[src/rtl/fm_autokey_pkg.sv]
package fm_autokey_pkg;
  localparam int unsigned MODE_W = 2;

  typedef enum logic [MODE_W-1:0] {
    CHM_NORMAL     = 2'b00,
    CHM_SPLIT      = 2'b01,
    CHM_SPLIT_AUTO = 2'b10,
    CHM_SPLIT_ALT  = 2'b11
  } ch_mode_e;
endpackage

[src/rtl/fm_autokey_mode_dec.sv]
module fm_autokey_mode_dec
  import fm_autokey_pkg::*;
(
  input  logic [MODE_W-1:0] mode_i,
  input  logic              tmr_run_i,
  output logic              per_op_freq_o,
  output logic              auto_arm_o
);
  ch_mode_e mode;
  assign mode = ch_mode_e'(mode_i);

  always_comb begin
    per_op_freq_o = 1'b0;
    auto_arm_o    = 1'b0;
    unique case (mode)
      CHM_NORMAL:     per_op_freq_o = 1'b0;
      CHM_SPLIT:      per_op_freq_o = 1'b1;
      CHM_SPLIT_AUTO: begin
        per_op_freq_o = 1'b1;
        auto_arm_o    = tmr_run_i;
      end
      CHM_SPLIT_ALT:  per_op_freq_o = 1'b1;
      default:        per_op_freq_o = 1'b0;
    endcase
  end
endmodule

[src/rtl/fm_autokey_hold.sv]
module fm_autokey_hold #(
  parameter int unsigned NOPS = 4
) (
  input  logic            clk_i,
  input  logic            rst_ni,
  input  logic            wr_i,
  input  logic [NOPS-1:0] sel_i,
  output logic [NOPS-1:0] hold_q_o,
  output logic [NOPS-1:0] hold_d_o,
  output logic [NOPS-1:0] rise_o,
  output logic [NOPS-1:0] fall_o
);
  for (genvar g = 0; g < NOPS; g++) begin : g_op
    logic q;
    logic d;
    assign d = wr_i ? sel_i[g] : q;
    always_ff @(posedge clk_i or negedge rst_ni) begin
      if (!rst_ni) q <= 1'b0;
      else         q <= d;
    end
    assign hold_q_o[g] = q;
    assign hold_d_o[g] = d;
    assign rise_o[g]   = d & ~q;
    assign fall_o[g]   = q & ~d;
  end
endmodule

[src/rtl/fm_autokey_seq.sv]
module fm_autokey_seq #(
  parameter int unsigned NOPS = 4
) (
  input  logic            clk_i,
  input  logic            rst_ni,
  input  logic            fire_i,
  input  logic [NOPS-1:0] hold_d_i,
  input  logic [NOPS-1:0] rise_i,
  input  logic [NOPS-1:0] fall_i,
  output logic [NOPS-1:0] key_on_o,
  output logic [NOPS-1:0] key_off_o
);
  logic [NOPS-1:0] auto_on;
  logic [NOPS-1:0] pend_q;
  logic [NOPS-1:0] on_d, off_d;
  logic [NOPS-1:0] on_q, off_q;

  // automatic events only reach operators free after this cycle's write
  assign auto_on = {NOPS{fire_i}} & ~hold_d_i;
  assign on_d    = rise_i | auto_on;
  // a fresh auto key-on supersedes any off due now; its own off follows
  assign off_d   = (fall_i | pend_q) & ~auto_on & ~hold_d_i;

  always_ff @(posedge clk_i or negedge rst_ni) begin
    if (!rst_ni) begin
      pend_q <= '0;
      on_q   <= '0;
      off_q  <= '0;
    end else begin
      pend_q <= auto_on;
      on_q   <= on_d;
      off_q  <= off_d;
    end
  end

  assign key_on_o  = on_q;
  assign key_off_o = off_q;
endmodule

[src/rtl/fm_autokey_ctl.sv]
module fm_autokey_ctl
  import fm_autokey_pkg::*;
#(
  parameter int unsigned NOPS = 4
) (
  input  logic            clk_i,
  input  logic            rst_ni,
  input  logic [1:0]      mode_i,
  input  logic            tmr_run_i,
  input  logic            tmr_expire_i,
  input  logic            key_wr_i,
  input  logic [NOPS-1:0] key_sel_i,
  output logic [NOPS-1:0] key_on_o,
  output logic [NOPS-1:0] key_off_o,
  output logic            per_op_freq_o
);
  logic            auto_arm;
  logic [NOPS-1:0] hold_q, hold_d, rise, fall;

  fm_autokey_mode_dec u_dec (
    .mode_i        (mode_i),
    .tmr_run_i     (tmr_run_i),
    .per_op_freq_o (per_op_freq_o),
    .auto_arm_o    (auto_arm)
  );

  fm_autokey_hold #(.NOPS(NOPS)) u_hold (
    .clk_i    (clk_i),
    .rst_ni   (rst_ni),
    .wr_i     (key_wr_i),
    .sel_i    (key_sel_i),
    .hold_q_o (hold_q),
    .hold_d_o (hold_d),
    .rise_o   (rise),
    .fall_o   (fall)
  );

  fm_autokey_seq #(.NOPS(NOPS)) u_seq (
    .clk_i     (clk_i),
    .rst_ni    (rst_ni),
    .fire_i    (tmr_expire_i & auto_arm),
    .hold_d_i  (hold_d),
    .rise_i    (rise),
    .fall_i    (fall),
    .key_on_o  (key_on_o),
    .key_off_o (key_off_o)
  );
endmodule

[config.mk]
export PLATFORM = sky130hd
export DESIGN_NAME = fm_autokey_ctl
export DESIGN_NICKNAME = d
export VERILOG_FILES = /design/src/rtl/fm_autokey_pkg.sv /design/src/rtl/fm_autokey_mode_dec.sv /design/src/rtl/fm_autokey_hold.sv /design/src/rtl/fm_autokey_seq.sv /design/src/rtl/fm_autokey_ctl.sv
export SDC_FILE = /design/constraint.sdc
export NUM_CORES = 1
export LEC_CHECK = 0
export CORE_MARGIN = 1
export CORE_UTILIZATION = 39
export CTS_CLUSTER_SIZE = 40
export DETAILED_ROUTE_END_ITERATION = 8
export GPL_TIMING_DRIVEN = 0
export PLACE_DENSITY_LB_ADDON = 0.12
export REMOVE_ABC_BUFFERS = 1
export SLEW_MARGIN = 25
export SYNTH_ARGS = -nofsm -noshare
export SYNTH_HDL_FRONTEND = slang
export SYNTH_SLANG_ARGS = --single-unit
[constraint.sdc]
create_clock -name clk_i -period 0.8 [get_ports clk_i]
set_input_delay 0.16 -clock clk_i [delete_from_list [all_inputs] [get_ports clk_i]]
set_output_delay 0.16 -clock clk_i [all_outputs]
set_load 0.05 [all_outputs]
==> results of run 1 <==
[placed cells by master (no fill, tap or decap), drive strengths merged]
cell and instances:
dlymetal6s2s 1, or2 1, nand4b 1, nor3 4
dlygate4sd2 2, nor2 8, o2bb2ai 3, a21oi 1
and4b 1, mux2 4, clkdlybuf4s50 4, buf 20
dfrtp 16, o22ai 1, mux2i 3, or2b 1
clkbuf 4
[kinds of logic (layout without fill, tap and decap cells)]
family / count (synthesis) / count (layout) / synth area share
flip-flops: 16 / 16 / 0.619
AND/OR/NAND/NOR: 16 / 16 / 0.159
multiplexers: 7 / 7 / 0.139
AO/OA/AOI/OAI: 5 / 5 / 0.0580
buffers and inverters: 2 / 31 / 0.0251
[synth_stat cells, types with 3 or more instances]
cell type / instances
dfrtp_1: 16
nor2_1: 8
mux2_4: 4
nor3_2: 4
mux2i_1: 3
o2bb2ai_1: 3
[worst paths after layout]
path	from	to	slack [ns]	cells past startpoint
max	u_seq.key_off_o[2]	key_off_o[2]	-0.17	1
min	rst_ni	u_seq.key_on_o[2]	-0.08	1
max reg2reg	u_hold.g_op[3].q	u_seq.key_on_o[3]	-0.07	3
min reg2reg	u_seq.pend_q[2]	u_seq.key_off_o[2]	0.54	2
max in group asynchronous	rst_ni	u_hold.g_op[2].q	0.44	1
min in group clk_i	key_wr_i	u_seq.key_on_o[2]	0.28	2
[state kept, by name, summed over array words and instances, names as in the netlist]
| name | count |
|---|---|
| u_hold.g_op.q | 4 |
| u_seq.key_off_o | 4 |
| u_seq.pend_q | 4 |
| u_seq.key_on_o | 4 |
[stage by stage]
step                      std cells  TNS (ns)  setup slack (ns)  hold WS, ns  cell area [µm²]
after floorplan                  44    -0.663            -0.108       -0.136              631
after global placement           79    -19.67            -0.941        0.478              841
after detailed placement         79    -20.02            -0.960        0.484              841
after CTS                        89     -1.95            -0.190        0.309              938
after global routing             91     -2.67            -0.214      -0.0438              972
final                            91     -1.89            -0.167      -0.0829              972
[layer usage]
metal	routed length, µm	GRT usage	part of all wire
met5	0	0	0
met4	0	0.0563	0
met3	72	0.0468	0.060
met2	595	0.236	0.50
met1	526	0.201	0.44
[worst reg2reg max path: cells and delay by family (launching register included)]
family / cells / cell delay (ns)
flip-flops: 1 / 0.41
multiplexers: 1 / 0.14
buffers and inverters: 1 / 0.13
AO/OA/AOI/OAI: 1 / 0.13
[report_power, final]
group,switching [mW],internal (mW)
registers,0.0319,0.868
logic,0.266,0.235
clock network,0.227,0.174
[cell type report]
cell class / instances / area (µm²) / share of cell area
multi-input combinational: 28 / 246 / 0.254
sequential: 16 / 400 / 0.412
tap: 16 / 20.0 / 0.0206
clock buffer: 3 / 22.5 / 0.0232
timing repair buffer: 28 / 283 / 0.291
[repair_timing]
item / CTS / global route
hold endpoints to repair: 0 / 16
pin swaps: 7 / 1
setup buffers: 6 / 2
resized for setup: 82 / 8
endpoints found under the setup margin: 25 / 41
gates cloned: 1 / 0
==> flow_summary.ini, run 1 <==
[run_status]
status = finished with violations
violations = negative hold slack, negative setup slack

[detailed_routing]
drtPass1Iterations = 2
wl_per_cell_um = 13.1
avgViaCountPerCell = 5.11
drt_iter0_drc = 2
drcViolationCount = 0
drt-total-wl_mm = 1.19
ant_nets = 0
num_vias = 465

[global_routing]
grt_overflow_total = 0
grt_pass1_vias = 466
grt_pass1_wl_mm = 2.03
track_usage = 0.153
antenna_found_initial = 0
grt_max_degree = 17

[floorplan]
die_x_um = 42.7
coreArea_mm2 = 0.00152
dieArea_mm2 = 0.00183
ios = 20
initial_core_util = 0.424
fp.dieH_um = 42.7
rows = 14

[yosys]
seq_area_frac_synth = 0.619
synth_warnings = 0
netlist_area_um2 = 647
synth-edff-count = 0
synthCells = 46
ys_types = 14
synth-seq-cells = 16
avgSynthCellArea_um2 = 14.1
yosysTopAreaCellShare = 0.619
synthArstFlopShare = 1.00
synth_ff_type = dfrtp_1
yosysTopAreaCell = dfrtp_1
synth_area_leaders = dfrtp_1, mux2_4, nor3_2

[clocking]
htree_levels = 1
cts_sinks = 16
cts_tree = built
clock_path_buffers = 2
insertion_delay_ns = 0.27
cts_hold_buf = 0
path_clk_slew_ns = 0.09
numCtsBuffers = 3
root_buffer = clkbuf_4

[place]
numPortBuffers = 19
dpl.hpwl_um = 750
gp_congestion = 0.650

[layout]
fin_nets = 88
drive_gt1_frac = 0.493
area_growth_pct = 50.3
antenna-diode-count = 0
nFillCells = 133
fin_util = 0.638

[critical_path]
cp-end-kind = primary output
cp_slowest_cell = dfrtp_1
worstPathArrival_ns = 0.81
cp_max_fo = 1
cpLargestDelayFamily = flip-flops
slowest_delay_ns = 0.38
start_kind = flop
worstSetupPathType = reg -> out
crit_buf_inv = 1
crit_chain = buf_6
critPathRequiredTime_ns = 0.64

[sta]
rsz0062_at_grt = yes
worstMarginPinSlew_ns = 0.710
skew_ns = 0.000863
slew_violations = 0
period_needed_ns = 0.967
max_freq_mhz = 1030
maxSlewHeadroom = 0.526
hold_viol = 16
setup_slack_ns = -0.167
period_share = 1.21
holdWs_ns = -0.0829
setup_violations = 23

[power]
finalPower_mw = 1.80
p_per_area_mw_per_mm2 = 1850
peakVddDrop_v = 0.00114
power_leakage_nw = 0.475

[worst_hold_path]
hold_path.class = in -> async

[flow_run]
max_cap_violations = 0
No activity file was read; power rests on OpenSTA's default activity.
==> run 2, diff against run 1 <==
--- a/constraint.sdc
+++ b/constraint.sdc
@@ -3,2 +3,2 @@
 set_output_delay 0.16 -clock clk_i [all_outputs]
-set_load 0.05 [all_outputs]
+set_load 0.01 [all_outputs]
==> run 2 against run 1 <==
  * The run still ends with negative hold slack, negative setup slack left
  * Cell count fell by 1.1%
  * Worst hold slack got worse by 0.0022 ns
  * Critical path depth did not move
  * Sequential share of layout area rose by 3.4 points
  * Core utilization fell by 4.8 points
  * Wire length fell by 0.34%
  * Sequential power fell by 1%
  * Power fell by 10%
  * Combinational power fell by 36%
  * Register-to-register slack barely moved
  * Clock skew barely moved
  * Largest power group unchanged
==> flow_summary.ini, run 2 (synthesis results as in run 1) <==
[critical_path]
worstPathArrival_ns = 0.77
cp-end-kind = primary output
crit_buf_inv = 1
cp_max_fo = 1
cp_slowest_cell = dfrtp_1
worstSetupPathType = reg -> out
cpLargestDelayFamily = flip-flops
crit_chain = buf_2
critPathRequiredTime_ns = 0.64
slowest_delay_ns = 0.37
start_kind = flop

[global_routing]
grt_pass1_vias = 464
grt_max_degree = 17
antenna_found_initial = 0
grt_overflow_total = 0
grt_pass1_wl_mm = 2.02
track_usage = 0.152

[detailed_routing]
ant_nets = 0
drt_iter0_drc = 3
num_vias = 459
drcViolationCount = 0
drtPass1Iterations = 4
avgViaCountPerCell = 5.10
wl_per_cell_um = 13.2
drt-total-wl_mm = 1.19

[run_status]
violations = negative hold slack, negative setup slack
status = finished with violations

[place]
placed_cell_area_um2 = 841
gp_congestion = 0.650
numPortBuffers = 19
dpl.hpwl_um = 750

[layout]
antenna-diode-count = 0
final_common_cell = dfrtp_1
fin_nets = 87
area_growth_pct = 38.9
drive_gt1_frac = 0.486
layout_common_cells = dfrtp_1, buf_2, nor2_1, buf_6
finalInstanceArea_um2 = 898

[power]
power_leakage_nw = 0.455
p_per_area_mw_per_mm2 = 1800
pwr-share-clk = 0.248
internal-power_mw = 1.22
power_switching_mw = 0.393
p_comb_frac = 0.200
seq_power_share = 0.552
peakVddDrop_v = 0.00112
p_sw_frac = 0.244

[sta]
setup_tns_ns = -1.59
setup_slack_ns = -0.133
slew_violations = 0
max_freq_mhz = 1070
hold_viol = 16
period_share = 1.17
period_needed_ns = 0.933
maxSlewHeadroom = 0.530
holdWs_ns = -0.0851
setup_violations = 22
skew_ns = 0.000867
rsz0062_at_grt = yes
worstMarginPinSlew_ns = 0.704

[floorplan]
coreArea_mm2 = 0.00152
rows = 14
die_x_um = 42.7
fp.dieH_um = 42.7
initial_core_util = 0.424
ios = 20
dieArea_mm2 = 0.00183

[clocking]
clock_path_buffers = 2
numCtsBuffers = 3
cts_hold_buf = 0
path_clk_slew_ns = 0.09
cts_tree = built
insertion_delay_ns = 0.27
cts_sinks = 16
root_buffer = clkbuf_4
htree_levels = 1

[flow_run]
max_cap_violations = 0

[worst_hold_path]
hold_path.class = in -> async
run 2: per-stage QoR:
stage	std cells	hold WS [ns]	worst slack, ns	util	total power [mW]
detailed placement	79	0.484	-0.797	0.552	1.21
global route	90	-0.0438	-0.182	0.589	1.72
global placement	79	0.478	-0.749	0.552	1.21
finish	90	-0.0851	-0.133	0.589	1.61
floorplan	44	-0.136	-0.108	-	1.04
CTS	89	0.309	-0.159	0.580	1.63
run 2: cell type report:
class	count	area (µm²)
clock buffers	3	22.5
flip-flops and latches	16	400
fillers	134	626
repair buffers	27	209
well taps	16	20.0
multi-input cells	28	246
run 2: path summary, 6_finish.rpt:
| path | start | end | slack [ns] | cells after the start |
|---|---|---|---|---|
| min in group clk_i | key_wr_i | u_seq.key_on_o[2] | 0.28 | 2 |
| setup / recovery | u_seq.key_off_o[2] | key_off_o[2] | -0.13 | 1 |
| hold reg to reg | u_seq.pend_q[2] | u_seq.key_off_o[2] | 0.54 | 2 |
| max in group asynchronous | rst_ni | u_hold.g_op[2].q | 0.44 | 1 |
| setup reg to reg | u_hold.g_op[0].q | u_seq.key_off_o[0] | -0.07 | 2 |
| hold / removal | rst_ni | u_seq.key_on_o[2] | -0.09 | 1 |
run 2: metal layers:
layer / GRT usage / up-vias / part of all wire
met5: 0 / - / 0
met4: 0.0563 / 0 / 0
met3: 0.0383 / 0 / 0.054
met2: 0.236 / 16 / 0.49
met1: 0.203 / 226 / 0.45
li1: - / 217 / -
run 2: what timing repair did:
action                                  CTS  global route
endpoints found under the hold margin     0            16
endpoints found under the setup margin   25            41
buffers inserted                          6             1
gates cloned                              1             0
pin swaps                                 7             1
resized for setup                        50            10
run 2: power by group through the flow:
stage | Sequential (mW) | Clock, mW | Combinational (mW)
after global placement | 0.913 | 0 | 0.297
after detailed placement | 0.915 | 0 | 0.299
final | 0.891 | 0.401 | 0.322
after CTS | 0.888 | 0.429 | 0.309
after floorplan | 0.929 | 0 | 0.111
after global routing | 0.897 | 0.468 | 0.351
==> run 3, diff against run 2 <==
CORE_UTILIZATION = 35   (was 39)
CTS_BUF_LIST = sky130_fd_sc_hd__clkbuf_16   (was unset)
==> run 3 against run 2 <==
  * The flow finishes with violations (negative setup slack)
  * Largest power group is now the clock network
  * Sequential power about the same
  * Combinational power grew 3%
  * Sequential share of layout area shrank 3.9 points
  * Die area grew 11%
==> flow_summary.ini, run 3 (synthesis results as in run 1) <==
[sta]
maxSlewHeadroom = 0.549
skew_ns = 0.000481
period_share = 1.15
holdWs_ns = 0.0644
rsz0062_at_grt = yes
worstMarginPinSlew_ns = 0.676
max_freq_mhz = 1090
slew_violations = 0
setup_violations = 22
setup_slack_ns = -0.117
hold_viol = 0
period_needed_ns = 0.917

[critical_path]
crit_chain = mux2_4, nor3_4
critPathRequiredTime_ns = 0.96
slowest_delay_ns = 0.38
crit_buf_inv = 0
cp-end-kind = flop
start_kind = flop
cpLargestDelayFamily = flip-flops
worstPathArrival_ns = 1.08
startpoint = u_hold.g_op[1].q
r2r_start = u_hold.g_op[1].q
cp_slowest_cell = dfrtp_1
worstSetupPathType = reg -> reg
cp_max_fo = 3

[layout]
final_common_cell = dfrtp_1
area_growth_pct = 52.0
fin_cells = 100
nFillCells = 164
layout_common_cells = dfrtp_1, buf_2, nor2_1
antenna-diode-count = 0
seq_area_um2 = 400
drive_gt1_frac = 0.453
multi_input_area_um2 = 246
fin_nets = 88

[run_status]
status = finished with violations
violations = negative setup slack

[power]
seq_power_share = 0.414
p_per_area_mw_per_mm2 = 2200
p_comb_frac = 0.153
p_sw_frac = 0.210
peakVddDrop_v = 0.00209
pwr-share-clk = 0.433
internal-power_mw = 1.71
power_leakage_nw = 0.481
power_switching_mw = 0.453

[clocking]
root_buffer = clkbuf_16
path_clk_slew_ns = 0.05
numCtsBuffers = 3
cts_hold_buf = 0
cts_tree = built
clock_path_buffers = 2
htree_levels = 1
insertion_delay_ns = 0.24
cts_sinks = 16

[global_routing]
grt_overflow_total = 0
grt_max_degree = 17
grt_pass1_wl_mm = 2.00
antenna_found_initial = 0
grt_pass1_vias = 438
track_usage = 0.150

[detailed_routing]
drt-total-wl_mm = 1.25
drt_iter0_drc = 4
wl_per_cell_um = 12.5
ant_nets = 0
num_vias = 478
drcViolationCount = 0
avgViaCountPerCell = 4.78
drtPass1Iterations = 4

[floorplan]
coreArea_mm2 = 0.00173
die_x_um = 45.0
dieArea_mm2 = 0.00202
initial_core_util = 0.375
ios = 20
fp.dieH_um = 45.0
rows = 15

[worst_hold_path]
hold_path.class = in -> async

[place]
dp.cells = 88
gp_congestion = 0.706
numPortBuffers = 19

[flow_run]
max_cap_violations = 0
[run 3: cell types whose count changed in the layout (fill, tap and decap cells not counted), sizes merged]
cell / previous run / this run
clkdlybuf4s50: 4 / 3
buf: 18 / 20
dlygate4sd2: 2 / 4
dlymetal6s2s: 1 / 0
clkdlybuf4s15: 0 / 1
clkbuf: 5 / 3
[run 3: per-stage QoR]
step           power (mW)  TNS, ns  cell area [µm²]  utilization  setup WS, ns
2_1_floorplan        1.04   -0.663              631            -        -0.108
3_3_place_gp         1.21   -17.59              852        0.493        -0.778
3_5_place_dp         1.21   -17.97              852        0.493        -0.777
4_1_cts              2.17    -1.34              971        0.562        -0.109
5_1_grt              2.26    -1.92              983        0.570        -0.157
6_report             2.16    -1.35              983        0.570        -0.117
[run 3: repair_timing]
action	4_1_cts	5_1_grt
resized for setup	58	2
gates cloned	1	0
setup endpoints to repair	41	23
buffers inserted	8	0
pin swaps	4	1
[run 3: final timing paths]
check,to,slack [ns],cells after the start
worst max-delay path,u_seq.key_off_o[1],-0.12,2
worst min-delay path,u_seq.key_off_o[2],0.06,1
worst max register to register,u_seq.key_off_o[1],-0.12,2
worst min register to register,u_seq.key_off_o[3],0.49,2
max in group asynchronous,u_hold.g_op[0].q,0.30,1
min in group clk_i,u_seq.key_on_o[1],0.38,3
[run 3: power by group through the flow]
stage | logic, mW | clock network [mW] | registers, mW
floorplan | 0.111 | 0 | 0.929
global placement | 0.298 | 0 | 0.911
detailed placement | 0.301 | 0 | 0.913
CTS | 0.320 | 0.958 | 0.894
global route | 0.361 | 1.01 | 0.897
finish | 0.331 | 0.935 | 0.894
[run 3: worst register-to-register path, delay by kind of cell (launching register included)]
kind             cells  cell delay (ns)
AND/OR/NAND/NOR      1             0.15
flip-flops           1             0.38
multiplexers         1             0.31
[run 3: layout make-up]
cell class | instances | share of cell area
clock buffer | 3 | 0.0763
multi-input combinational | 28 | 0.251
sequential | 16 | 0.407
tap | 25 | 0.0318
timing repair buffer | 28 | 0.234
[run 3: routing by layer]
metal,share of wire,vias up,track usage
met2,0.52,15,0.238
li1,-,222,-
met3,0.067,4,0.0720
met5,0,-,0
met1,0.39,237,0.176
met4,0.016,0,0.0545
